**src/rtl/warm_reset_pkg.sv**
```systemverilog
package warm_reset_pkg;

    typedef enum logic [2:0] {
        ST_IDLE,
        ST_ARMED,
        ST_FLUSH,
        ST_RUN,
        ST_LOAD
    } wr_state_e;

    localparam int GRP_N      = 11;
    localparam int GRP_GPR    = 0;
    localparam int GRP_SEG    = 1;
    localparam int GRP_FLAGIP = 2;
    localparam int GRP_CTRL   = 3;
    localparam int GRP_DBG    = 4;
    localparam int GRP_TLB    = 5;
    localparam int GRP_CACHE  = 6;
    localparam int GRP_CDNW   = 7;
    localparam int GRP_WBUF   = 8;
    localparam int GRP_SMBASE = 9;
    localparam int GRP_FPU    = 10;

    // Groups that survive a warm restart
    function automatic logic [GRP_N-1:0] keep_groups();
        logic [GRP_N-1:0] k;
        k = '0;
        k[GRP_CACHE]  = 1'b1;
        k[GRP_CDNW]   = 1'b1;
        k[GRP_WBUF]   = 1'b1;
        k[GRP_SMBASE] = 1'b1;
        k[GRP_FPU]    = 1'b1;
        return k;
    endfunction

    typedef struct packed {
        wr_state_e st;
        logic      req_prev;
    } wr_fsm_t;

    typedef struct packed {
        logic pend;
        logic strobe;
    } wr_snoop_t;

endpackage

```
**src/rtl/wr_snoop_track.sv**
```systemverilog
module wr_snoop_track (
    input  logic clk,
    input  logic hard_rst,
    input  logic snoop_hitm,
    input  logic wb_done,
    output logic addr_strobe,
    output logic hold
);
    import warm_reset_pkg::*;

    wr_snoop_t s_d, s_q;
    logic      accept;

    always_comb begin
        s_d      = s_q;
        accept   = snoop_hitm && !s_q.pend;
        s_d.strobe = accept;
        if (accept)
            s_d.pend = 1'b1;
        else if (s_q.pend && wb_done)
            s_d.pend = 1'b0;
    end

    always_ff @(posedge clk) begin
        if (hard_rst)
            s_q <= '0;
        else
            s_q <= s_d;
    end

    assign addr_strobe = s_q.strobe;
    assign hold        = accept || s_q.pend;

    // strobe never lasts two cycles for one write-back
    assert_strobe_single_R8: assert property (@(posedge clk) disable iff (hard_rst)
        s_q.strobe |=> !s_q.strobe);

    // outstanding write-back only ends on wb_done
    assert_wb_waits_done_R9: assert property (@(posedge clk) disable iff (hard_rst)
        (s_q.pend && !wb_done) |=> s_q.pend);

endmodule

```
**src/rtl/wr_step_ctr.sv**
```systemverilog
module wr_step_ctr #(
    parameter int STEPS = 8
) (
    input  logic clk,
    input  logic hard_rst,
    input  logic clr,
    input  logic run,
    input  logic hold,
    output logic last
);
    localparam int CW = (STEPS > 1) ? $clog2(STEPS) : 1;
    localparam logic [CW-1:0] LAST_STEP = CW'(STEPS - 1);

    logic [CW-1:0] step_d, step_q;

    always_comb begin
        step_d = step_q;
        if (clr)
            step_d = '0;
        else if (run && !hold && (step_q != LAST_STEP))
            step_d = step_q + 1'b1;
    end

    always_ff @(posedge clk) begin
        if (hard_rst)
            step_q <= '0;
        else
            step_q <= step_d;
    end

    assign last = (step_q == LAST_STEP);

    // counter frozen while a write-back holds the sequence
    assert_hold_freezes_R9: assert property (@(posedge clk) disable iff (hard_rst)
        (run && hold && !clr) |=> $stable(step_q));

endmodule

```
**src/rtl/wr_fsm.sv**
```systemverilog
module wr_fsm (
    input  logic clk,
    input  logic hard_rst,
    input  logic wb_mode,
    input  logic soft_rst_req,
    input  logic flush_req,
    input  logic flush_done,
    input  logic insn_boundary,
    input  logic hold,
    input  logic step_last,
    output warm_reset_pkg::wr_state_e state,
    output logic start
);
    import warm_reset_pkg::*;

    wr_fsm_t f_d, f_q;

    always_comb begin
        f_d          = f_q;
        f_d.req_prev = soft_rst_req;
        start        = 1'b0;
        case (f_q.st)
            ST_IDLE: begin
                if (soft_rst_req && !f_q.req_prev)
                    f_d.st = ST_ARMED;
            end
            ST_ARMED: begin
                if (flush_req)
                    f_d.st = ST_FLUSH;
                else if (!wb_mode || insn_boundary) begin
                    f_d.st = ST_RUN;
                    start  = 1'b1;
                end
            end
            ST_FLUSH: begin
                if (flush_done)
                    f_d.st = ST_ARMED;
            end
            ST_RUN: begin
                if (!hold && step_last)
                    f_d.st = ST_LOAD;
            end
            ST_LOAD:  f_d.st = ST_IDLE;
            default:  f_d.st = ST_IDLE;
        endcase
    end

    always_ff @(posedge clk) begin
        if (hard_rst) begin
            f_q.st       <= ST_IDLE;
            f_q.req_prev <= soft_rst_req;
        end else begin
            f_q <= f_d;
        end
    end

    assign state = f_q.st;

    // a flush in progress blocks the start
    assert_flush_blocks_R4: assert property (@(posedge clk) disable iff (hard_rst)
        (f_q.st == ST_FLUSH && !flush_done) |=> (f_q.st == ST_FLUSH));

    // a running sequence is never abandoned except by hard reset
    assert_run_completes_R6: assert property (@(posedge clk) disable iff (hard_rst)
        (f_q.st == ST_RUN) |=> (f_q.st == ST_RUN || f_q.st == ST_LOAD));

endmodule

```
**src/rtl/warm_reset_seq.sv**
```systemverilog
module warm_reset_seq #(
    parameter int STEPS  = 8,
    parameter int ADDR_W = 32,
    parameter logic [ADDR_W-1:0] RESTART_ADDR = {{(ADDR_W-4){1'b1}}, 4'h0}
) (
    input  logic                                  clk,
    input  logic                                  hard_rst,
    input  logic                                  wb_mode,
    input  logic                                  soft_rst_req,
    input  logic                                  flush_req,
    input  logic                                  flush_done,
    input  logic                                  insn_boundary,
    input  logic                                  snoop_hitm,
    input  logic                                  wb_done,
    output logic                                  busy,
    output logic [warm_reset_pkg::GRP_N-1:0]      clear_mask,
    output logic                                  addr_strobe,
    output logic                                  fetch_load,
    output logic [ADDR_W-1:0]                     fetch_addr
);
    import warm_reset_pkg::*;

    localparam logic [GRP_N-1:0] KEEP = keep_groups();

    wr_state_e st;
    logic      start;
    logic      hold;
    logic      step_last;

    wr_snoop_track u_snoop (
        .clk         (clk),
        .hard_rst    (hard_rst),
        .snoop_hitm  (snoop_hitm),
        .wb_done     (wb_done),
        .addr_strobe (addr_strobe),
        .hold        (hold)
    );

    wr_fsm u_fsm (
        .clk           (clk),
        .hard_rst      (hard_rst),
        .wb_mode       (wb_mode),
        .soft_rst_req  (soft_rst_req),
        .flush_req     (flush_req),
        .flush_done    (flush_done),
        .insn_boundary (insn_boundary),
        .hold          (hold),
        .step_last     (step_last),
        .state         (st),
        .start         (start)
    );

    wr_step_ctr #(.STEPS(STEPS)) u_steps (
        .clk      (clk),
        .hard_rst (hard_rst),
        .clr      (start),
        .run      (st == ST_RUN),
        .hold     (hold),
        .last     (step_last)
    );

    assign busy       = (st == ST_RUN) || (st == ST_LOAD);
    assign fetch_load = (st == ST_LOAD);
    assign fetch_addr = fetch_load ? RESTART_ADDR : '0;

    for (genvar g = 0; g < GRP_N; g++) begin : g_mask
        if (KEEP[g]) begin : g_keep
            assign clear_mask[g] = 1'b0;
        end else begin : g_clr
            assign clear_mask[g] = busy;
        end
    end

    // load is the final busy cycle
    assert_load_ends_busy_R6: assert property (@(posedge clk) disable iff (hard_rst)
        fetch_load |=> !busy);

    // a sequence only starts from a pending request
    assert_start_from_armed_R2: assert property (@(posedge clk) disable iff (hard_rst)
        $rose(busy) |-> $past(st == ST_ARMED));

endmodule

```
**config.mk**
```make
export PLATFORM = sky130hd
export DESIGN_NAME = warm_reset_seq
export DESIGN_NICKNAME = d
export VERILOG_FILES = /design/src/rtl/warm_reset_pkg.sv /design/src/rtl/wr_snoop_track.sv /design/src/rtl/wr_step_ctr.sv /design/src/rtl/wr_fsm.sv /design/src/rtl/warm_reset_seq.sv
export SDC_FILE = /design/constraint.sdc
export NUM_CORES = 1
export LEC_CHECK = 0
export BUFFER_PORTS_ARGS = -buffer_cell sky130_fd_sc_hd__buf_2
export CAP_MARGIN = 20
export CORE_MARGIN = 8
export CORE_UTILIZATION = 36
export CTS_CLUSTER_DIAMETER = 100
export DETAILED_ROUTE_END_ITERATION = 10
export PLACE_DENSITY = 0.81
export SYNTH_ARGS = -nofsm -noshare
export SYNTH_HDL_FRONTEND = slang
export SYNTH_SLANG_ARGS = --single-unit
export TNS_END_PERCENT = 30
```
**constraint.sdc**
```tcl
create_clock -name clk -period 2.6 [get_ports clk]
set_input_delay 0.26 -clock clk [delete_from_list [all_inputs] [get_ports clk]]
set_output_delay 0.26 -clock clk [all_outputs]
set_load 0.01 [all_outputs]
```
==> results.tsv, run 1 <==
stage	metric	value	unit
run_status	status	finished clean	
setup_path	critical path data required time	2340	ps
cells_and_area	antenna diode count	0	
hold_path	min-delay worst type	in2reg	
setup_path	CP Max Fanout	30	
drt	Pre-antenna DRT Iters	4	
drt	post-route DRC violation count	0	
yosys	cell count after synthesis	88	
floorplanning	Core ar.	1960	um^2
sta	Hold Slack	113	ps
cells_and_area	design area	758	um^2
yosys	Synth area leader	buf_4	
global_route	antenna violations before repair	0	
clocking	hold_buf cts	0	
sta	final hold violations	0	
yosys	number of synthesized register bits	9	
sta	Tcrit/Tclk final	0.673	
yosys	synth top area cells	buf_4, dfxtp_1, nor3b_1	
clocking	Reg clk slew, reported paths	60	ps
cells_and_area	Layout Cells excl Fill	130	
sta	RSZ-0062 raised after global routing	no	
floorplanning	io pins	55	
drt	vias per inst	4.33	
clocking	Clock Sinks	9	
floorplanning	Initial Utilization	0.384	
setup_path	crit path DAT	1490	ps
yosys	Cell Area, Synth	753	um^2
cells_and_area	share of layout cells above drive strength 1	0.505	
yosys	Yosys warning total	0	
drt	Vias	563	
drt	WL/cell	12.3	um
clocking	worst skew pair latency	250	ps
setup_path	r2r startpoint	u_steps.step_q[0]	
pwr	total power	327	uW
placed_design	RD Place Congestion	0.695	
hold_path	hold_sp	soft_rst_req	
placed_design	dpl ws	954	ps
global_route	Tot GR Track Use	0.0709	
clocking	CTS H-tree lvls	1	
cells_and_area	Area Overhead vs Synth	0.664	%
drt	drt total wl	1600	um
clocking	clk buf depth	2	
setup_path	Critical Path Source	u_fsm.state[2]	
setup_path	critical path type	reg2out	
sta	setup TNS	0	ps
global_route	vias in the first global route	479	
pwr	LEAKAGE	0.453	nW
sta	Fmax	571	MHz
sta	Final Worst Setup Slack	849	ps
sta	setup violators final	0	
global_route	Remaining Overflow, GRT	0	
global_route	first-pass GRT wire length	2080	um
clocking	CTS root buf	clkbuf_4	
placed_design	IO Port Bufs	45	
sta	Final Skew	8.29	ps
floorplanning	Die Area	3810	um^2
yosys	sequential share of the synthesized area	0.239	
floorplanning	die height	61.7	um
drt	1st-iter DRT viols	25	
setup_path	crit start category	register	
yosys	asr flop ratio synth	0	
setup_path	CP max stage cell	dfxtp_1	
clocking	setup bufs post-CTS	0	
floorplanning	row cnt	16	
sta	max-slew violations	0	
clocking	post-cts resize count	0	
floorplanning	Die Width	61.7	um
placed_design	dpl cells	126	
yosys	Post-synth EDFFs	0	
yosys	Yosys cell types	25	
pwr	worst vdd ir	0.000216	V
global_route	pin count of the biggest net entering global routing	31	
yosys	Primary FF master, synth	dfxtp_1	
placed_design	detailed placement HPWL	1360	um
cells_and_area	Final Net Count	115	
pwr	pwr/cell area	431	nW/um^2
yosys	post-synth top area share	0.429	
clocking	CTS tree	built	
setup_path	crit-path cells	nor3b_2, buf_4, nand2b_1, buf_2	
placed_design	Cell Area, Placed	732	um^2
setup_path	Crit path largest cell delay	400	ps
run	Max Cap Violations	0	
sta	minimum clock period	1750	ps
yosys	synth cell count leaders	buf_4, dfxtp_1, nor3b_1, o21ai_0, a21oi_1	
drt	antenna-violating nets left	0	
clocking	total CTS buffers	3	
yosys	top-count cell post-synth	buf_4	
cells_and_area	Core Util, Final	0.386	
setup_path	critical path capture point type	primary output	
yosys	Avg Inst Size Synth	8.56	um^2
layout by cell type, fill, tap and decap left out, drive strengths merged, types with 2 or more instances in the layout:
cell type   n
dfxtp       9
buf        46
conb        9
nand3b      2
ha          2
o21ai       4
a21oi       4
a31oi       2
or3         2
clkbuf      4
nor3b       4
nand2b      2
nand3       2
registers in the layout (all words and copies together) (netlist names):
| signal | count |
|---|---|
| u_snoop.addr_strobe | 1 |
| u_fsm.state | 3 |
| u_snoop.s_q | 1 |
| u_fsm.f_q | 1 |
| u_steps.step_q | 3 |
layer usage:
layer	GRT usage	share of wire
met1	0.0814	0.38
met2	0.118	0.38
met3	0.0226	0.24
met4	0.0292	0.0038
met5	0	0
where the power goes:
part | switching (mW) | internal (mW)
clock network | 0.0432 | 0.0588
registers | 0.0109 | 0.146
logic | 0.0383 | 0.0299
worst max-delay path, delay by kind of cell (launching register included):
family                 cells  cell delay (ps)
buffers and inverters      2              420
and+or+nand+nor            2              410
DFF                        1              400
path summary, 6_finish.rpt:
path                        to  slack [ps]  cells past startpoint
max              clear_mask[2]         850                      4
min               u_fsm.f_q[0]         110                      1
max reg2reg  u_steps.step_q[0]         930                      5
min reg2reg  u_steps.step_q[1]         500                      2
final cells by class:
type / instances / area [um^2]
fill: 213 / 1200
tap: 27 / 33.8
clock buffer: 4 / 26.3
multi-input combinational: 43 / 282
timing repair buffer: 46 / 233
inverter: 1 / 3.75
sequential: 9 / 180
kinds of logic after synthesis:
family / count (synthesis) / share of synthesized area
buffers and inverters: 44 / 0.434
AND/OR/NAND/NOR: 17 / 0.161
AO/OA/AOI/OAI: 15 / 0.128
flip-flops: 9 / 0.239
adder cells (fa/ha/maj): 2 / 0.0332
other: 1 / 0.00498
(Power assumes the default switching activity.)
==> run 2: changes to the inputs <==
--- a/config.mk
+++ b/config.mk
@@ -8,10 +8,10 @@
 export BUFFER_PORTS_ARGS = -buffer_cell sky130_fd_sc_hd__buf_2
 export CAP_MARGIN = 20
 export CORE_MARGIN = 8
-export CORE_UTILIZATION = 36
+export CORE_UTILIZATION = 39
 export CTS_CLUSTER_DIAMETER = 100
 export DETAILED_ROUTE_END_ITERATION = 10
-export PLACE_DENSITY = 0.81
+export PLACE_DENSITY = 0.84
 export SYNTH_ARGS = -nofsm -noshare
 export SYNTH_HDL_FRONTEND = slang
 export SYNTH_SLANG_ARGS = --single-unit
==> constraint.sdc (replaced) <==
create_clock -name clk -period 1.8 [get_ports clk]
set_input_delay 0.18 -clock clk [delete_from_list [all_inputs] [get_ports clk]]
set_output_delay 0.18 -clock clk [all_outputs]
set_load 0.01 [all_outputs]
==> results.tsv, run 2 (same netlist as run 1, synthesis figures left out) <==
stage	metric	value	unit	change
run_status	status	finished clean		unchanged
setup_path	Top cell by count, worst path	ha_1		
drt	Pre-antenna DRT Iters	2		was 4
sta	Hold Slack	30.1	ps	was 113 ps
floorplanning	Die Width	59.9	um	was 61.7 um
clocking	Clock Sinks	9		unchanged
floorplanning	die height	59.9	um	was 61.7 um
drt	1st-iter DRT viols	20		was 25
clocking	CTS tree	built		unchanged
pwr	worst vdd ir	0.000457	V	was 0.000216 V
clocking	clk buf depth	2		unchanged
sta	Fmax	602	MHz	
setup_path	crit path DAT	1860	ps	was 1490 ps
cells_and_area	most frequent cells in the layout	buf_2, conb_1, dfxtp_1, o21ai_0		unchanged
global_route	antenna violations before repair	0		unchanged
placed_design	detailed placement HPWL	1300	um	was 1360 um
sta	max-slew violations	0		unchanged
placed_design	RD Place Congestion	0.711		was 0.695
drt	antenna-violating nets left	0		unchanged
setup_path	CP endpoint	u_steps.step_q[0]		was clear_mask[2]
clocking	worst skew pair latency	260	ps	was 250 ps
sta	setup TNS	0	ps	unchanged
global_route	vias in the first global route	537		was 479
clocking	CTS H-tree lvls	1		unchanged
clocking	post-cts resize count	0		unchanged
drt	vias per inst	4.35		was 4.33
sta	Tcrit/Tclk final	0.922		
floorplanning	io pins	55		unchanged
drt	Vias	565		was 563
cells_and_area	commonest non-fill, non-tap cell in the layout	buf_2		unchanged
placed_design	IO Port Bufs	45		unchanged
setup_path	crit start category	register		unchanged
run	Max Cap Violations	0		unchanged
clocking	hold_buf cts	0		unchanged
setup_path	critical path capture point type	register		was primary output
clocking	setup bufs post-CTS	0		unchanged
floorplanning	Die Area	3590	um^2	was 3810 um^2
sta	final hold violations	0		unchanged
setup_path	worst path bufs/invs	0		was 2
drt	WL/cell	11.8	um	was 12.3 um
floorplanning	Initial Utilization	0.400		was 0.384
cells_and_area	Final Net Count	115		unchanged
setup_path	Crit path largest cell delay	390	ps	was 400 ps
global_route	Tot GR Track Use	0.0810		was 0.0709
setup_path	critical path type	reg2reg		was reg2out
global_route	first-pass GRT wire length	2300	um	was 2080 um
sta	Final Skew	1.03	ps	was 8.29 ps
pwr	total power	488	uW	was 327 uW
setup_path	r2r startpoint	u_steps.step_q[0]		unchanged
pwr	pwr/cell area	636	nW/um^2	was 431 nW/um^2
global_route	pin count of the biggest net entering global routing	30		was 31
setup_path	setup slack, reg-to-reg	140	ps	was 930 ps
setup_path	Critical Path Source	u_steps.step_q[0]		was u_fsm.state[2]
floorplanning	row cnt	16		unchanged
setup_path	CP Depth	5		was 4
hold_path	hold depth	1		unchanged
setup_path	critical path's top delay family	simple AND/OR/NAND/NOR gates		was buffers and inverters
setup_path	CP max stage cell	or3_4		was dfxtp_1
setup_path	critical path data required time	2000	ps	was 2340 ps
cells_and_area	Layout Cells excl Fill	130		unchanged
placed_design	dpl cells	126		unchanged
clocking	CTS root buf	clkbuf_4		unchanged
floorplanning	Core ar.	1880	um^2	was 1960 um^2
clocking	Reg clk slew, reported paths	60	ps	about the same
sta	setup violators final	0		unchanged
drt	drt total wl	1530	um	was 1600 um
cells_and_area	Area Overhead vs Synth	1.83	%	was 0.664%
clocking	total CTS buffers	3		unchanged
cells_and_area	share of layout cells above drive strength 1	0.515		was 0.505
sta	RSZ-0062 raised after global routing	no		unchanged
cells_and_area	antenna diode count	0		unchanged
drt	post-route DRC violation count	0		unchanged
setup_path	CP Max Fanout	4		was 30
pwr	LEAKAGE	0.451	nW	was 0.453 nW
setup_path	R2R cell count	5		unchanged
setup_path	crit-path cells	ha_1, ha_1, or3_4, or3_1, a21oi_2		was nor3b_2, buf_4, nand2b_1, buf_2
hold_path	min-delay worst type	in2reg		unchanged
setup_path	Reg-to-Reg End	u_steps.step_q[0]		unchanged
sta	minimum clock period	1660	ps	
global_route	Remaining Overflow, GRT	0		unchanged
==> run 2: cell counts in the layout (fill, tap and decap cells not counted) <==
Identical to the previous run, type by type.
==> run 2: area by class of cell <==
class | count | area [um^2]
clock buffer | 4 | 26.3
fill | 224 | 1110
inverter | 1 | 3.75
multi-input combinational | 43 | 290
sequential | 9 | 180
tap | 27 | 33.8
timing repair buffer | 46 | 233
==> run 2: through the flow <==
step                      cell area (um^2)  setup slack (ps)   util
final                                  767               140  0.408
after global placement                 741               221  0.394
after CTS                              767               137  0.408
after floorplan                        797              39.1      -
after detailed placement               741               153  0.394
after global routing                   767              62.9  0.408
==> run 2: metal layers <==
metal  wire [um]  up-vias  GRT usage
li1            -      277          -
met1         525      247     0.0708
met4          12        0     0.0408
met2         639       39      0.142
met3         355        2     0.0495
met5           0        -          0
==> run 2: worst min-delay path by stage <==
stage,to,from
after floorplan,u_fsm.f_q[0],soft_rst_req
after global placement,u_fsm.f_q[0],soft_rst_req
after detailed placement,u_fsm.f_q[0],soft_rst_req
after CTS,u_fsm.f_q[0],soft_rst_req
after global routing,u_fsm.f_q[0],soft_rst_req
final,u_fsm.f_q[0],soft_rst_req
==> run 2: power breakdown <==
| group | leakage, nW | switching, mW | internal [mW] |
|---|---|---|---|
| registers | 0.0738 | 0.0175 | 0.211 |
| logic | 0.362 | 0.0559 | 0.0439 |
| clock network | 0.0150 | 0.0740 | 0.0857 |
| total | 0.451 | 0.147 | 0.340 |
==> run 3: changes to the inputs <==
--- a/config.mk
+++ b/config.mk
@@ -5,10 +5,11 @@
 export SDC_FILE = /design/constraint.sdc
 export NUM_CORES = 1
 export LEC_CHECK = 0
+export ABC_AREA = 1
 export BUFFER_PORTS_ARGS = -buffer_cell sky130_fd_sc_hd__buf_2
 export CAP_MARGIN = 20
 export CORE_MARGIN = 8
-export CORE_UTILIZATION = 39
+export CORE_UTILIZATION = 40
 export CTS_CLUSTER_DIAMETER = 100
 export DETAILED_ROUTE_END_ITERATION = 10
 export PLACE_DENSITY = 0.84
==> results.tsv, run 3 <==
stage	metric	value	unit	change
drt	WL/cell	10.5	um	was 11.8 um
yosys	post-synth top area share	0.411		was 0.429
sta	minimum clock period	1480	ps	was 1660 ps
yosys	Cell Area, Synth	786	um^2	was 753 um^2
sta	Tcrit/Tclk final	0.821		was 0.922
global_route	vias in the first global route	543		was 537
cells_and_area	Final Net Count	135		was 115
clocking	CTS tree	built		unchanged
pwr	total power	605	uW	was 488 uW
hold_path	min-delay worst type	in2reg		unchanged
setup_path	setup slack, reg-to-reg	470	ps	was 140 ps
drt	post-route DRC violation count	0		unchanged
yosys	Avg Inst Size Synth	7.28	um^2	was 8.56 um^2
setup_path	critical path capture point type	primary output		was register
yosys	number of synthesized register bits	9		unchanged
setup_path	Critical Path Source	u_fsm.state[0]		was u_steps.step_q[0]
clocking	CTS root buf	clkbuf_4		unchanged
yosys	cell count after synthesis	108		was 88
clocking	worst skew pair latency	260	ps	about the same
setup_path	CP Max Fanout	7		was 4
sta	max-slew violations	0		unchanged
run	Max Cap Violations	0		unchanged
floorplanning	io pins	55		unchanged
yosys	asr flop ratio synth	0		unchanged
clocking	post-cts resize count	0		unchanged
setup_path	crit start category	register		unchanged
drt	vias per inst	4.11		was 4.35
yosys	Synth area leader	buf_4		unchanged
setup_path	crit path DAT	1300	ps	was 1860 ps
global_route	Tot GR Track Use	0.0793		was 0.0810
global_route	Remaining Overflow, GRT	0		unchanged
sta	final hold violations	0		unchanged
drt	drt total wl	1570	um	was 1530 um
clocking	Reg clk slew, reported paths	60	ps	about the same
pwr	worst vdd ir	0.000519	V	was 0.000457 V
clocking	total CTS buffers	3		unchanged
drt	Pre-antenna DRT Iters	5		was 2
setup_path	r2r startpoint	u_steps.step_q[0]		unchanged
pwr	pwr/cell area	767	nW/um^2	was 636 nW/um^2
yosys	Primary FF master, synth	dfxtp_1		unchanged
global_route	antenna violations before repair	0		unchanged
floorplanning	Initial Utilization	0.413		was 0.400
yosys	Yosys cell types	18		was 25
yosys	top-count cell post-synth	buf_4		unchanged
floorplanning	row cnt	16		unchanged
sta	RSZ-0062 raised after global routing	no		unchanged
sta	Fmax	677	MHz	was 602 MHz
global_route	first-pass GRT wire length	2220	um	was 2300 um
sta	Hold Slack	38.5	ps	was 30.1 ps
sta	setup violators final	0		unchanged
clocking	clk buf depth	2		unchanged
cells_and_area	commonest non-fill, non-tap cell in the layout	buf_2		unchanged
drt	antenna-violating nets left	0		unchanged
cells_and_area	share of layout cells above drive strength 1	0.463		was 0.515
yosys	sequential share of the synthesized area	0.229		was 0.239
drt	Vias	616		was 565
placed_design	detailed placement HPWL	1390	um	was 1300 um
yosys	synth top area cells	buf_4, dfxtp_1, nand2_1		was buf_4, dfxtp_1, nor3b_1
floorplanning	Die Width	60.3	um	was 59.9 um
setup_path	R2R cell count	9		was 5
pwr	LEAKAGE	0.500	nW	was 0.451 nW
placed_design	IO Port Bufs	45		unchanged
yosys	Yosys warning total	0		unchanged
floorplanning	Core ar.	1900	um^2	was 1880 um^2
clocking	CTS H-tree lvls	1		unchanged
global_route	pin count of the biggest net entering global routing	30		unchanged
clocking	setup bufs post-CTS	0		unchanged
cells_and_area	Area Overhead vs Synth	0.318	%	was 1.83%
setup_path	critical path data required time	1620	ps	was 2000 ps
cells_and_area	Core Util, Final	0.414		was 0.408
drt	1st-iter DRT viols	16		was 20
clocking	hold_buf cts	0		unchanged
placed_design	RD Place Congestion	0.754		was 0.711
floorplanning	Die Area	3640	um^2	was 3590 um^2
yosys	Post-synth EDFFs	0		unchanged
setup_path	CP endpoint	busy		was u_steps.step_q[0]
clocking	Clock Sinks	9		unchanged
floorplanning	die height	60.3	um	was 59.9 um
setup_path	critical path type	reg2out		was reg2reg
yosys	synth cell count leaders	buf_4, nand2_1, inv_1, dfxtp_1, nor2_1		was buf_4, dfxtp_1, nor3b_1, o21ai_0, a21oi_1
hold_path	hold_sp	soft_rst_req		unchanged
setup_path	Reg-to-Reg End	u_fsm.state[2]		was u_steps.step_q[0]
sta	Final Skew	5.07	ps	was 1.03 ps
cells_and_area	most frequent cells in the layout	buf_2, nand2_1, inv_1, conb_1, dfxtp_1		was buf_2, conb_1, dfxtp_1, o21ai_0
sta	setup TNS	0	ps	unchanged
run_status	status	finished clean		unchanged
cells_and_area	antenna diode count	0		unchanged
-- run 3: cell types whose count changed in the layout (fill, tap and decap cells not counted), moves of 3 or more --
cell | previous run | this run
nor2_1 | 1 | 8
nand2_1 | 0 | 15
inv_1 | 1 | 10
nor3b_1 | 3 | 0
-- run 3: kinds of logic after synthesis --
family	count (synthesis)	share of synthesized area
simple gates	34	0.212
xor+xnor	1	0.0111
buf+inv	54	0.463
compound gates	7	0.0478
other cells	1	0.00477
flops	9	0.229
fa+ha+maj	2	0.0318
-- run 3: per-stage QoR --
stage / std cells / instance area, um^2 / setup WS (ps)
after detailed placement: 146 / 762 / 455
after CTS: 150 / 788 / 167
after global placement: 146 / 762 / 514
after floorplan: 116 / 818 / 256
final: 150 / 788 / 322
after global routing: 150 / 788 / 171
-- run 3: worst min path at each step --
stage,endpoint,cells past startpoint
finish,u_fsm.f_q[0],1
global route,u_fsm.f_q[0],1
floorplan,u_fsm.f_q[0],0
CTS,u_fsm.f_q[0],1
global placement,u_fsm.f_q[0],1
detailed placement,u_fsm.f_q[0],1
-- run 3: critical path, stage by stage, from the launching register on --
cell	delay, ps
dfxtp_1	400
nand2_2	80
nor2_4	120
inv_1	50
o21ai_1	180
buf_2	200
-- run 3: per-layer routing --
metal / vias up / GRT usage / part of all wire
li1: 308 / - / -
met2: 49 / 0.146 / 0.40
met1: 257 / 0.0700 / 0.34
met3: 2 / 0.0366 / 0.25
met4: 0 / 0.0408 / 0.0083
met5: - / 0 / 0
-- run 3: cell type report --
type                       count  area (um^2)
clock buffer                   4         26.3
inverter                      11         41.3
multi-input combinational     53          274
tap                           27         33.8
fill                         206         1110
sequential                     9          180
timing repair buffer          46          233
-- run 3: report_power, final --
group / switching [mW] / total, mW / internal, mW
sequential: 0.0209 / 0.240 / 0.219
combinational: 0.132 / 0.212 / 0.0798
clock: 0.0679 / 0.153 / 0.0853
total: 0.221 / 0.605 / 0.384
